[config.mk]
export PLATFORM = sky130hd
export DESIGN_NAME = osc_start_seq
export DESIGN_NICKNAME = d
export VERILOG_FILES = /design/src/rtl/osc_seq_pkg.sv /design/src/rtl/osc_seq_cfg.sv /design/src/rtl/osc_seq_fsm.sv /design/src/rtl/osc_start_seq.sv
export SDC_FILE = /design/constraint.sdc
export NUM_CORES = 1
export LEC_CHECK = 0
export ABC_AREA = 1
export CORE_MARGIN = 2
export CORE_UTILIZATION = 40
export CTS_CLUSTER_DIAMETER = 60
export CTS_CLUSTER_SIZE = 14
export DETAILED_ROUTE_END_ITERATION = 16
export DONT_BUFFER_PORTS = 1
export PLACE_DENSITY = 0.52
export SLEW_MARGIN = 10
export SYNTH_ARGS = -nofsm -noshare
export SYNTH_HDL_FRONTEND = slang
export SYNTH_SLANG_ARGS = --single-unit
[constraint.sdc]
create_clock -name clk_i -period 2.9 [get_ports clk_i]
set_input_delay 0.87 -clock clk_i [delete_from_list [all_inputs] [get_ports clk_i]]
set_output_delay 0.87 -clock clk_i [all_outputs]
set_load 0.05 [all_outputs]
[src/rtl/osc_seq_pkg.sv]
package osc_seq_pkg;
  typedef enum logic [2:0] {
    MODE_XTAL_LP    = 3'd0,
    MODE_XTAL       = 3'd1,
    MODE_XTAL_HS    = 3'd2,
    MODE_XTAL_PLL   = 3'd3,
    MODE_RC_CLKOUT  = 3'd4,
    MODE_RC_GPIO    = 3'd5,
    MODE_EXT_CLKOUT = 3'd6,
    MODE_EXT_GPIO   = 3'd7
  } osc_mode_e;

  typedef enum logic [1:0] {
    PH_PWRUP = 2'd0,
    PH_OSC   = 2'd1,
    PH_LOCK  = 2'd2,
    PH_RUN   = 2'd3
  } phase_e;

  typedef struct packed {
    logic xtal;
    logic pll;
    logic clkout;
    logic pwrt;
  } seq_cfg_t;
endpackage

[src/rtl/osc_seq_cfg.sv]
module osc_seq_cfg
  import osc_seq_pkg::*;
(
  input  logic     clk_i,
  input  logic     rst_ni,
  input  logic     load_i,
  input  logic [2:0] mode_i,
  input  logic     pwrt_en_i,
  output seq_cfg_t cfg_o
);
  seq_cfg_t cfg_d, cfg_q;

  always_comb begin
    cfg_d.xtal   = ~mode_i[2];
    cfg_d.pll    = (mode_i == MODE_XTAL_PLL);
    cfg_d.clkout = (mode_i == MODE_RC_CLKOUT) || (mode_i == MODE_EXT_CLKOUT);
    cfg_d.pwrt   = pwrt_en_i;
  end

  always_ff @(posedge clk_i or negedge rst_ni) begin
    if (!rst_ni)     cfg_q <= '0;
    else if (load_i) cfg_q <= cfg_d;
  end

  assign cfg_o = cfg_q;
endmodule

[src/rtl/osc_seq_fsm.sv]
module osc_seq_fsm
  import osc_seq_pkg::*;
#(
  parameter int PWRT_TICKS = 72,
  parameter int OST_CYCLES = 1024,
  parameter int LOCK_TICKS = 2
) (
  input  logic     clk_i,
  input  logic     rst_ni,
  input  logic     restart_i,
  input  logic     tick_i,
  input  seq_cfg_t cfg_i,
  output phase_e   phase_o
);
  localparam int MAX_A = (PWRT_TICKS > OST_CYCLES) ? PWRT_TICKS : OST_CYCLES;
  localparam int MAX_C = (MAX_A > LOCK_TICKS) ? MAX_A : LOCK_TICKS;
  localparam int CW    = $clog2(MAX_C + 1);
  localparam logic [CW-1:0] PWRT_LAST = CW'(PWRT_TICKS - 1);
  localparam logic [CW-1:0] OST_LAST  = CW'(OST_CYCLES - 1);
  localparam logic [CW-1:0] LOCK_LAST = CW'(LOCK_TICKS - 1);

  phase_e        ph_q, ph_d;
  logic [CW-1:0] cnt_q;
  logic          cnt_inc;

  always_comb begin
    ph_d = ph_q;
    unique case (ph_q)
      PH_PWRUP: if (!cfg_i.pwrt || (tick_i && cnt_q == PWRT_LAST))
                  ph_d = cfg_i.xtal ? PH_OSC : PH_RUN;
      PH_OSC:   if (cnt_q == OST_LAST)
                  ph_d = cfg_i.pll ? PH_LOCK : PH_RUN;
      PH_LOCK:  if (tick_i && cnt_q == LOCK_LAST) ph_d = PH_RUN;
      default:  ph_d = PH_RUN;
    endcase
  end

  // start-up phase counts main-clock edges; the others count reference ticks
  assign cnt_inc = (ph_q == PH_OSC) || (tick_i && (ph_q == PH_PWRUP || ph_q == PH_LOCK));

  always_ff @(posedge clk_i or negedge rst_ni) begin
    if (!rst_ni) begin
      ph_q  <= PH_PWRUP;
      cnt_q <= '0;
    end else if (restart_i) begin
      ph_q  <= PH_PWRUP;
      cnt_q <= '0;
    end else if (ph_d != ph_q) begin
      ph_q  <= ph_d;
      cnt_q <= '0;
    end else if (cnt_inc) begin
      cnt_q <= cnt_q + 1'b1;
    end
  end

  assign phase_o = ph_q;
endmodule

[src/rtl/osc_start_seq.sv]
module osc_start_seq
  import osc_seq_pkg::*;
#(
  parameter int PWRT_TICKS = 72,
  parameter int OST_CYCLES = 1024,
  parameter int LOCK_TICKS = 2
) (
  input  logic       clk_i,
  input  logic       rst_ni,
  input  logic       por_req_i,
  input  logic       ref_tick_i,
  input  logic [2:0] osc_mode_i,
  input  logic       pwrt_en_i,
  output logic       core_rst_o,
  output logic       pll_en_o,
  output logic       clkout_en_o,
  output logic [1:0] phase_o
);
  seq_cfg_t cfg;
  phase_e   phase;
  logic     init_q;
  logic     restart;

  // first clock after reset behaves as a request so the config gets captured
  always_ff @(posedge clk_i or negedge rst_ni) begin
    if (!rst_ni) init_q <= 1'b1;
    else         init_q <= 1'b0;
  end

  assign restart = por_req_i | init_q;

  osc_seq_cfg u_cfg (
    .clk_i     (clk_i),
    .rst_ni    (rst_ni),
    .load_i    (restart),
    .mode_i    (osc_mode_i),
    .pwrt_en_i (pwrt_en_i),
    .cfg_o     (cfg)
  );

  osc_seq_fsm #(
    .PWRT_TICKS (PWRT_TICKS),
    .OST_CYCLES (OST_CYCLES),
    .LOCK_TICKS (LOCK_TICKS)
  ) u_fsm (
    .clk_i     (clk_i),
    .rst_ni    (rst_ni),
    .restart_i (restart),
    .tick_i    (ref_tick_i),
    .cfg_i     (cfg),
    .phase_o   (phase)
  );

  assign core_rst_o  = (phase != PH_RUN);
  assign pll_en_o    = cfg.pll && (phase == PH_LOCK || phase == PH_RUN);
  assign clkout_en_o = cfg.clkout;
  assign phase_o     = phase;
endmodule

== Yosys cells after proc, flatten, opt, wreduce, memory -nomap -nowiden ==
Cells that the tools add are included.
Word-level totals
  register bits: 18
  input port bits: 8
  output and inout bits: 5
  word-level logic and storage cells: 45
Cells by class
  add/sub/neg operators: 1
  equal/unequal tests: 11
  mux-type cells: 11
  bitwise gates (word level): 2
  reduce and logical (&&, ||, !) cells: 13
Operators with widths (number)
  $mux 11: 3
  $mux 2: 6
  $add 11x1->11 const B: 1
  $eq 11x1->1 const B: 1
  $eq 11x10->1 const B: 1
  $eq 11x7->1 const B: 1
  $eq 3x3->1 const B: 2
  $pmux 2 s3: 1
  $logic_or 1x1->1: 5
  $eq 2x2->1 const B: 2
  $logic_and 1x1->1: 4
  $eq 3x2->1 const B: 1
  $reduce_bool 3->1: 1
  $eq 2x1->1 const B: 1
  $logic_not 2->1: 1
  $ne 2x2->1: 1
  $ne 2x2->1 const B: 1
  $reduce_bool 2->1: 1
  $logic_not 1->1: 1
  $mux 1: 1
  $not 1->1: 1
  $or 1x1->1: 1

== Depth between registers and ports, before layout ==
  word-level depth: 8
  depth in mapped cells: 13
  depth with buffers taken out: 12

== Hierarchy ==
From an unflattened synthesis, not the netlist that was laid out.
Unflattened totals
  cell total of the unflattened synthesis: 134
  area total of the unflattened synthesis: 1011.0 µm²
Modules (own cells, without submodules)
  osc_seq_fsm: instances 1, cells an instance 106, area each 797.0 µm², sequential area each 325.3 µm²
  osc_seq_cfg: instances 1, cells an instance 20, area each 161.4 µm², sequential area each 100.1 µm²
  osc_start_seq: instances 1, cells an instance 8, area each 52.6 µm², sequential area each 26.3 µm²

== Least setup slack after synthesis ==
No wires, ideal clock.
  path type: register to output
  from: reg u_fsm.ph_q[0] (netlist: u_fsm.phase_o[0])
  to: out core_rst_o
  data arrival time: 1161 ps
  required time: 2030 ps
  path slack: 869 ps
  cell stages (with the launch flop): 2
  path buffers: 0
  cells stage by stage: dfrtp_1 nand2_1
Between the ends
  longest elaborated chain between the ends: 1
RTL lines
  start: declaration: RTL line osc_seq_fsm.sv:22  | phase_e ph_q, ph_d;
  start signal: assignment: RTL line osc_seq_fsm.sv:49  | ph_q <= ph_d;
  $ne 2x2->1: RTL line osc_start_seq.sv:54  | assign core_rst_o = (phase != PH_RUN);
  end: declaration: RTL line osc_start_seq.sv:14  | output logic core_rst_o,
Every way passes these cells.

== Final worst setup path ==
  from: reg u_fsm.ph_q[1] (netlist: u_fsm.phase_o[1])
  to: out core_rst_o
The elaborated chain is that of the path after synthesis.

==> reports/results.txt <==
clk buf depth = 2
Reg clk slew, reported paths = 110 ps
Post-synth top flop = dfrtp_1
Hold Violations, Final = 0
placed cells = 171
Setup Crit Path Kind = register to primary output
FF-to-FF Start = u_fsm.phase_o[1]$_DFFE_PN0P_
First-pass DRT Iterations = 4
status = complete, no violations
slowest stage cell on the critical path = dfrtp_1
Tmin final = 2390 ps
Max rail drop VDD = 0.000389 V
die height = 57 um
Slew HR = 59.8%
IO Pins = 13
WP buf/inv = 0
Vias/cell = 4.97
final core utilization = 44.1%
DRT iter0 DRCs = 18
largest net degree at the start of global routing = 19
fin worst setup slack = 508 ps
final setup fails = 0
clock root buffer = clkbuf_4
Post-DP Area = 1160 um2
Row Count = 19
yosys warns = 0
Core Region = 2710 um2
Worst EP required = 2030 ps
hold buffers post-CTS = 0
CTS tree = done
WP data arrival = 1520 ps
startpoint types = register
Setup Buffers After CTS = 0
RSZ-0062 raised after global routing = no
final worst-path cycle share = 82.5%
clock skew = 2.29 ps
Worst Max-Slew Pin Slew = 603 ps
family with the most delay on the worst path = flip-flops
via count = 870
H-tree depth = 1
Post-Syn Instances = 140
Cell Count, Final, Fillers Out = 175
leak pwr = 0.549 nW
initial antenna violation count = 0
HP Class = input pin to async pin
CP Launch Point = u_fsm.phase_o[1]$_DFFE_PN0P_
Syn Std Cell Area = 1120 um2
Antenna Nets Post-Route = 0
clock buffer count from CTS = 3
ant diodes = 0
GRT Residual Overflow = 0
routability congestion estimate = 0.786
CP peak stage delay = 740 ps
Tot GR Track Use = 15.6%
post-cts resize count = 0
Seq/Total Area, Yosys = 40.2%
Die X = 57 um
share of cells above drive strength 1 = 23.6%
DIE AREA = 3250 um2
Area Growth Syn to Fin = 6.35%
worst hold slack = 249 ps
Synth async-reset ratio = 100%
max-cap viol count = 0
Yosys cell types = 26
syn nets = 150
WL/cell = 12.4 um
DRC violations left = 0
DP Worst Slack = 771 ps
post-layout power = 480 uW
first-pass GRT wire length = 3940 um
Final Max Tran Viols = 0
clk_lat worst skew = 300 ps
Detailed Route WL = 2180 um
Design Area, Final = 1190 um2
EDFF count, synth = 0
clock sink count = 18
DP HPWL = 1680 um
setup TNS = 0 ps
initial core utilization = 41.5%
endpoint type of the worst setup path = primary output
Synth Register Bits = 18
Highest Clock Rate = 418 MHz
Worst Path Max Fanout = 7
critical path cell sequence = nand2_1
I/O Buffers = 0
vias in the first global route = 857
Mean Syn Cell Area = 8.03 um2
nets@finish = 155
Power Dens Cells = 402 nW/um2
Yosys cell counts (2+ instances only):
cell type	number	area share, %
xor2_1	7	5.5
dfrtp_1	17	38
nor2_2	11	6.1
nor2_1	16	5.3
a21oi_1	2	0.89
inv_1	15	5.0
ha_1	2	2.2
nor2_4	3	3.0
nand4_1	5	2.8
nand3_1	3	1.3
nand2_1	34	11
inv_2	2	0.67
o21ai_0	4	1.8
nand2_2	7	3.9
final cells by class:
| type | instances | area [um2] |
|---|---|---|
| Timing Repair Buffer | 1 | 7.51 |
| Inverter | 18 | 67.6 |
| Fill cell | 281 | 1520 |
| Clock buffer | 4 | 36.3 |
| Multi-Input combinational cell | 103 | 593 |
| Tap cell | 31 | 38.8 |
| Sequential cell | 18 | 452 |
worst paths after layout:
kind                                              end  slack, ps  depth (start not counted)
setup / recovery                           core_rst_o        510                          1
hold / removal             u_fsm.cnt_q[4]$_DFFE_PN0P_        250                          0
setup reg to reg           u_fsm.cnt_q[0]$_DFFE_PN0P_        780                          7
hold reg to reg            u_cfg.cfg_o[3]$_DFFE_PN0N_        520                          2
max in group asynchronous            init_q$_DFF_PN1_       2480                          0
min in group clk_i         u_cfg.cfg_o[3]$_DFFE_PN0N_        520                          2
routing by layer:
| layer | wire length [um] | GRT usage (%) |
|---|---|---|
| met5 | 0 | 0 |
| met4 | 16 | 2.99 |
| met3 | 87 | 4.31 |
| met2 | 1010 | 25.3 |
| met1 | 1060 | 21.0 |
logic make-up after synthesis:
| group | count (synthesis) | share of synthesized area, % |
|---|---|---|
| AND/OR/NAND/NOR | 82 | 37.6 |
| buffers and inverters | 19 | 7.02 |
| flip-flops | 18 | 40.2 |
| AO/OA/AOI/OAI | 11 | 7.13 |
| XOR/XNOR | 7 | 5.46 |
| adder cells (fa/ha/maj) | 2 | 2.23 |
| other | 1 | 0.334 |
registers in the layout (all words and copies together), names as in the netlist:
register,flops
u_fsm.cnt_q,11
u_fsm.phase_o,2
init_q,1
u_cfg.cfg_o,4
report_power, final:
| part | leakage, nW | switching (mW) | internal (mW) |
|---|---|---|---|
| sequential | 0.241 | 0.0134 | 0.259 |
| clock | 0.0210 | 0.0833 | 0.0765 |
| combinational | 0.286 | 0.0338 | 0.0142 |
cell usage in the layout (no fill, tap or decap), types with 2 or more instances in the layout:
| master | Yosys | final |
|---|---|---|
| nand2_1 | 34 | 34 |
| dfrtp_1 | 17 | 17 |
| nor2_1 | 16 | 16 |
| inv_1 | 15 | 15 |
| nor2_2 | 11 | 11 |
| nand2_2 | 7 | 7 |
| xor2_1 | 7 | 7 |
| nand4_1 | 5 | 5 |
| o21ai_0 | 4 | 4 |
| nor2_4 | 3 | 3 |
| nand3_1 | 3 | 3 |
| clkbuf_4 | 0 | 3 |
| inv_2 | 2 | 2 |
| a21oi_1 | 2 | 2 |
| ha_1 | 2 | 2 |
Note: power is estimated with default switching activity, not from simulation.
